## src/rtl/thermal_trip_pkg.sv

```systemverilog
`timescale 1ns/1ps
package thermal_trip_pkg;
  localparam int TT_ADDR_W   = 4;
  localparam int TT_DATA_W   = 32;
  localparam int TT_TEMP_W   = 8;
  localparam int TT_N_TRIP   = 2;
  localparam int TT_LOCK_BIT = 31;
  localparam int TT_EVT_LSB  = 4;
  localparam logic [31:0] TT_UNLOCK_KEY = 32'h04C1_C202;

  // progress through the four-write unlock key
  typedef enum logic [1:0] {
    SEQ_IDLE   = 2'd0,
    SEQ_GOT_A  = 2'd1,
    SEQ_GOT_AB = 2'd2,
    SEQ_GOT_ABB = 2'd3
  } unlock_step_e;
endpackage

```

## src/rtl/thermal_trip_cross.sv

```systemverilog
`timescale 1ns/1ps
// Detects a low-to-high transition of (temp >= threshold), sampled each clock.
module thermal_trip_cross #(
  parameter int TEMP_W = 8
) (
  input  logic              clk,
  input  logic              rst_n,
  input  logic [TEMP_W-1:0] temp_in,
  input  logic [TEMP_W-1:0] thresh,
  output logic              rise
);
  logic at_or_above;
  logic above_q;

  assign at_or_above = (temp_in >= thresh);

  // Reset to "above" so that no event fires before a real low phase is seen.
  always_ff @(posedge clk) begin
    if (!rst_n) above_q <= 1'b1;
    else        above_q <= at_or_above;
  end

  assign rise = at_or_above & ~above_q;
endmodule

```

## src/rtl/thermal_trip_unlock.sv

```systemverilog
`timescale 1ns/1ps
// Tracks the key sequence A, B, B, A on consecutive bus accesses.
module thermal_trip_unlock
  import thermal_trip_pkg::*;
#(
  parameter int ADDR_W = TT_ADDR_W,
  parameter int DATA_W = TT_DATA_W,
  parameter int ADDR_A = 0,
  parameter int ADDR_B = 1,
  parameter logic [DATA_W-1:0] KEY = DATA_W'(TT_UNLOCK_KEY)
) (
  input  logic              clk,
  input  logic              rst_n,
  input  logic              acc_wr,
  input  logic              acc_rd,
  input  logic [ADDR_W-1:0] acc_addr,
  input  logic [DATA_W-1:0] acc_wdata,
  output logic              unlock
);
  localparam logic [ADDR_W-1:0] A_CODE = ADDR_W'(ADDR_A);
  localparam logic [ADDR_W-1:0] B_CODE = ADDR_W'(ADDR_B);

  unlock_step_e step_q, step_d;
  logic [ADDR_W-1:0] want_addr;
  logic any_access, key_write, step_hit, first_hit;

  always_comb begin
    unique case (step_q)
      SEQ_IDLE:   want_addr = A_CODE;
      SEQ_GOT_A:  want_addr = B_CODE;
      SEQ_GOT_AB: want_addr = B_CODE;
      default:    want_addr = A_CODE;
    endcase
  end

  assign any_access = acc_wr | acc_rd;
  assign key_write  = acc_wr & ~acc_rd & (acc_wdata == KEY);
  assign step_hit   = key_write & (acc_addr == want_addr);
  assign first_hit  = key_write & (acc_addr == A_CODE);

  always_comb begin
    step_d = step_q;
    if (any_access) begin
      if (step_hit) begin
        unique case (step_q)
          SEQ_IDLE:   step_d = SEQ_GOT_A;
          SEQ_GOT_A:  step_d = SEQ_GOT_AB;
          SEQ_GOT_AB: step_d = SEQ_GOT_ABB;
          default:    step_d = SEQ_IDLE;
        endcase
      end else if (first_hit) begin
        step_d = SEQ_GOT_A;
      end else begin
        step_d = SEQ_IDLE;
      end
    end
  end

  always_ff @(posedge clk) begin
    if (!rst_n) step_q <= SEQ_IDLE;
    else        step_q <= step_d;
  end

  assign unlock = step_hit & (step_q == SEQ_GOT_ABB);
endmodule

```

## src/rtl/thermal_trip_rdmap.sv

```systemverilog
`timescale 1ns/1ps
// Read-data assembly; unmapped addresses and reserved bits return zero.
module thermal_trip_rdmap #(
  parameter int ADDR_W    = 4,
  parameter int DATA_W    = 32,
  parameter int TEMP_W    = 8,
  parameter int N_TRIP    = 2,
  parameter int LOCK_BIT  = 31,
  parameter int EVT_LSB   = 4,
  parameter int ADDR_TRIP = 0,
  parameter int ADDR_EVT  = 1
) (
  input  logic [ADDR_W-1:0]              rd_addr,
  input  logic                           lock,
  input  logic [N_TRIP-1:0][TEMP_W-1:0]  thr,
  input  logic [N_TRIP-1:0]              evt,
  output logic [DATA_W-1:0]              rd_data
);
  always_comb begin
    rd_data = '0;
    if (rd_addr == ADDR_W'(ADDR_TRIP)) begin
      rd_data[LOCK_BIT] = lock;
      for (int i = 0; i < N_TRIP; i++)
        rd_data[(N_TRIP-1-i)*TEMP_W +: TEMP_W] = thr[i];
    end else if (rd_addr == ADDR_W'(ADDR_EVT)) begin
      for (int i = 0; i < N_TRIP; i++)
        rd_data[EVT_LSB+i] = evt[i];
    end
  end
endmodule

```

## src/rtl/thermal_trip_regs.sv

```systemverilog
`timescale 1ns/1ps
module thermal_trip_regs
  import thermal_trip_pkg::*;
#(
  parameter int ADDR_W    = TT_ADDR_W,
  parameter int DATA_W    = TT_DATA_W,
  parameter int TEMP_W    = TT_TEMP_W,
  parameter int N_TRIP    = TT_N_TRIP,
  parameter int LOCK_BIT  = TT_LOCK_BIT,
  parameter int EVT_LSB   = TT_EVT_LSB,
  parameter int ADDR_TRIP = 0,
  parameter int ADDR_EVT  = 1,
  parameter logic [DATA_W-1:0] UNLOCK_KEY = DATA_W'(TT_UNLOCK_KEY)
) (
  input  logic              clk,
  input  logic              rst_n,
  input  logic [ADDR_W-1:0] bus_addr,
  input  logic              bus_wr,
  input  logic              bus_rd,
  input  logic [DATA_W-1:0] bus_wdata,
  output logic [DATA_W-1:0] bus_rdata,
  input  logic [TEMP_W-1:0] temp_in,
  output logic              irq_out
);
  localparam logic [ADDR_W-1:0] TRIP_CODE = ADDR_W'(ADDR_TRIP);
  localparam logic [ADDR_W-1:0] EVT_CODE  = ADDR_W'(ADDR_EVT);

  logic                          lock_q;
  logic [N_TRIP-1:0][TEMP_W-1:0] thr_q;
  logic [N_TRIP-1:0]             evt_q;
  logic [N_TRIP-1:0]             rise;
  logic                          wr_trip, wr_evt, unlock;

  assign wr_trip = bus_wr & (bus_addr == TRIP_CODE);
  assign wr_evt  = bus_wr & (bus_addr == EVT_CODE);

  thermal_trip_unlock #(
    .ADDR_W(ADDR_W), .DATA_W(DATA_W),
    .ADDR_A(ADDR_TRIP), .ADDR_B(ADDR_EVT), .KEY(UNLOCK_KEY)
  ) u_unlock (
    .clk(clk), .rst_n(rst_n),
    .acc_wr(bus_wr), .acc_rd(bus_rd),
    .acc_addr(bus_addr), .acc_wdata(bus_wdata),
    .unlock(unlock)
  );

  // lock: set by a 1 in the lock bit, cleared only by the key sequence
  always_ff @(posedge clk) begin
    if (!rst_n)                               lock_q <= 1'b0;
    else if (unlock)                          lock_q <= 1'b0;
    else if (wr_trip && bus_wdata[LOCK_BIT])  lock_q <= 1'b1;
  end

  // thresholds: writable only while unlocked
  always_ff @(posedge clk) begin
    if (!rst_n) begin
      thr_q <= '0;
    end else if (wr_trip && !lock_q) begin
      for (int i = 0; i < N_TRIP; i++)
        thr_q[i] <= bus_wdata[(N_TRIP-1-i)*TEMP_W +: TEMP_W];
    end
  end

  // crossing detectors, one per channel
  for (genvar g = 0; g < N_TRIP; g++) begin : g_trip
    thermal_trip_cross #(.TEMP_W(TEMP_W)) u_cross (
      .clk(clk), .rst_n(rst_n),
      .temp_in(temp_in), .thresh(thr_q[g]),
      .rise(rise[g])
    );
  end

  // sticky events, write-1-to-clear, hardware set wins
  always_ff @(posedge clk) begin
    if (!rst_n) begin
      evt_q <= '0;
    end else begin
      for (int i = 0; i < N_TRIP; i++)
        evt_q[i] <= rise[i] | (evt_q[i] & ~(wr_evt & bus_wdata[EVT_LSB+i]));
    end
  end

  assign irq_out = |evt_q;

  thermal_trip_rdmap #(
    .ADDR_W(ADDR_W), .DATA_W(DATA_W), .TEMP_W(TEMP_W), .N_TRIP(N_TRIP),
    .LOCK_BIT(LOCK_BIT), .EVT_LSB(EVT_LSB),
    .ADDR_TRIP(ADDR_TRIP), .ADDR_EVT(ADDR_EVT)
  ) u_rdmap (
    .rd_addr(bus_addr), .lock(lock_q), .thr(thr_q), .evt(evt_q),
    .rd_data(bus_rdata)
  );
endmodule

```

## config.mk

```make
export PLATFORM = sky130hd
export DESIGN_NAME = thermal_trip_regs
export DESIGN_NICKNAME = d
export VERILOG_FILES = /design/src/rtl/thermal_trip_pkg.sv /design/src/rtl/thermal_trip_cross.sv /design/src/rtl/thermal_trip_unlock.sv /design/src/rtl/thermal_trip_rdmap.sv /design/src/rtl/thermal_trip_regs.sv
export SDC_FILE = /design/constraint.sdc
export NUM_CORES = 1
export LEC_CHECK = 0
export CORE_UTILIZATION = 44
export DETAILED_ROUTE_END_ITERATION = 12
export PLACE_DENSITY_LB_ADDON = 0.25
export SKIP_LAST_GASP = 1
export SLEW_MARGIN = 25
export SYNTH_ARGS = -nofsm -noshare
export SYNTH_HDL_FRONTEND = slang
export SYNTH_SLANG_ARGS = --single-unit
```

## constraint.sdc

```tcl
create_clock -name clk -period 2.1 [get_ports clk]
set_input_delay 0.21 -clock clk [delete_from_list [all_inputs] [get_ports clk]]
set_output_delay 0.21 -clock clk [all_outputs]
set_load 0.05 [all_outputs]
```

==> metrics.cfg <==
[final_layout]
drive_above_1_share_pct = 14.61
antenna_cells = 0
layout_commonest_cell = clkdlybuf4s50_1
fill_cells = 324
multi_input_area_sq_mm = 0.001056
ff_latch_area_sq_um = 460.4
num-nets-final = 336
area_delta_synth_final_pct = 51.87
fin_util_pct = 70.32
layout_common_cells = clkdlybuf4s50_1 (48), inv_1 (23), dfxtp_1 (23), ha_1 (20), nor2_1 (19)

[die]
start_util_pct = 46.30
die_w_microns = 64.30
rows = 22
core_sq_mm = 0.003689
pin_count = 81
die_y_microns = 64.30
design.die.area_sq_mm = 0.004134

[timing]
final_max_slew_viol_count = 0
fin_skew_ns = 0.003833
rsz0062_at_grt = false
maxSlewHeadroom_pct = 66.55
fin_crit_ns = 1.922
setup_violations = 0
finalHoldViolCount = 0
tightest_slew_ns = 0.5003
fmax_mhz = 520.3
hold_slack_ns = 0.5284
fin_ws_ns = 0.1780
fin_crit_sh_pct = 91.52
setup_tns_ns = 0

[clock_network]
cts_tree = built
htree_levels = 1
clkTransAtPathRegs_ns = 0.08
ctsLongestPathBuffers = 2
ctsHoldBuffers = 0
clk_latency_ns = 0.26
cts_setup_buffers = 0
cts.sinks = 23
clockRootBuffer = clkbuf_8
cts_made_buffers = 3
cts_resized = 0

[synthesis]
synth_edf_count = 0
async_reset_ff_share_pct = 0
synthDistinctLibCells = 37
syn_inst = 197
seq_area_frac_synth_pct = 26.96
syn_area_per_cell_sq_um = 8.669
synthFlopType = dfxtp_1
yosysWarningCount = 0
ys_seq_elements = 23
syn_area_sq_mm = 0.001708

[setup_path]
rr_endpoint = g_trip[0].u_cross.above_q
worstRegToRegCells = 5
crit_family = buffers and inverters
cp_cell_sequence = clkdlybuf4s50_1 > nor4_4 > buf_4 > and2_1 > buf_12
rrSetupSlack_ns = 0.51
critPathBufInv = 3
cp-start-kind = input pin
worst_path_max_delay_cell = clkdlybuf4s50_1
startpoint = bus_addr[1]
crit_path_max_incr_delay_ns = 0.52
critPathCaptureType = output port
crit_arrival_ns = 1.71
worstPathMaxFanout = 16
r2r_start = thr_q[0]
path_class = input pin to output port
required_ns = 1.89

[global_route]
grt_max_degree = 17
grt_pass1_vias = 1532
grt_pass1_wl_microns = 6851
grt_usage_pct = 21.63
grt_overflow = 0
antenna_found_initial = 0

[placement]
place_ws_ns = 0.1005
hpwl_microns = 3555
port_buffers = 65
gp_congestion = 0.8253

[drt]
routedWlPerCell_microns = 13.01
vias = 1573
drtIter0Drc = 40
vias_per_cell = 4.994
drc_errors = 0
drtPass1Iterations = 4
wirelength_microns = 4097
drt.antenna.violating_nets = 0

[power]
ir_drop_mv = 0.4215
p_total_uw = 991.4
p_leak_nw = 1.145
p_per_area_mw_per_mm2 = 382.2

[flow_run]
cap_viol_max_count = 0

[hold_path]
hold_path.startpoint = u_unlock.step_q[0]
whs_endpoint = u_unlock.step_q[0]
min_path_type = flop to flop
worstHoldPathCells = 2

[status]
status = finished, final reports clean

[final cells by class]
| type | count | area share (%) |
|---|---|---|
| Clock buffer | 3 | 1.592 |
| Clock inverter | 1 | 0.1930 |
| Inverter | 24 | 3.473 |
| Multi-Input combinational cell | 143 | 40.71 |
| Sequential cell | 23 | 17.75 |
| Tap cell | 48 | 2.315 |
| Timing Repair Buffer | 73 | 33.96 |
[per-stage QoR]
step | cells | instance area [sq um]
floorplan | 211 | 1773
global placement | 311 | 2547
detailed placement | 311 | 2547
CTS | 315 | 2594
global route | 315 | 2594
finish | 315 | 2594
[synthesized netlist by cell type (3+ instances only)]
library cell  number  area (sq um)
a211o_1            4         35.03
a21oi_1            4         20.02
and2_1            10         62.56
and2_2             5         37.54
buf_4             15         112.6
clkbuf_1           3         11.26
dfxtp_1           23         460.4
ha_1              20         250.2
inv_1             23         86.33
mux2i_1           18         180.2
nand2_1            3         11.26
nand3_1            5         25.02
nand4_1            3         18.77
nor2_1            19         71.32
nor4_1             5         31.28
nor4b_1            3         26.28
o21ai_0            7         35.03
[where the power goes]
part           internal, mW  switching [mW]
combinational         0.127           0.146
sequential            0.445         0.00511
clock                 0.132           0.137
[sequential cells by signal (all words and copies together) (netlist names)]
register / cells
thr_q: 16
evt_q: 2
g_trip.u_cross.above_q: 2
u_unlock.step_q: 2
lock_q: 1
[how the worst max path moves through the flow]
stage / cells past startpoint / slack [ns] / to
2_1_floorplan: 4 / 0.51 / bus_rdata[0]
3_3_place_gp: 5 / 0.11 / lock_q
3_5_place_dp: 7 / 0.10 / g_trip[0].u_cross.above_q
4_1_cts: 5 / 0.17 / bus_rdata[2]
5_1_grt: 5 / 0.1 / bus_rdata[1]
6_report: 5 / 0.18 / bus_rdata[2]
[cells by family after synthesis]
logic type	share of synthesized area, %
mux	10.55
flops	26.96
simple gates	22.56
xor+xnor	0.5129
fa+ha+maj	14.65
compound gates	9.523
buf+inv	15.02
other cells	0.2196
[layer usage]
metal | track usage (%) | up-vias | part of all wire [%]
met5 | 0 | - | 0
met4 | 5.278 | 0 | 0.71
met3 | 3.214 | 4 | 3.9
met2 | 38.95 | 52 | 50
met1 | 26.59 | 726 | 45
li1 | - | 791 | -
[worst reg2reg max path, delay by kind of cell, from the launching register on]
| family | cells | cell delay (ns) |
|---|---|---|
| compound gates | 2 | 0.63 |
| flops | 1 | 0.38 |
| fa+ha+maj | 1 | 0.24 |
| simple gates | 2 | 0.21 |
Power figures use the tool's default switching activity.
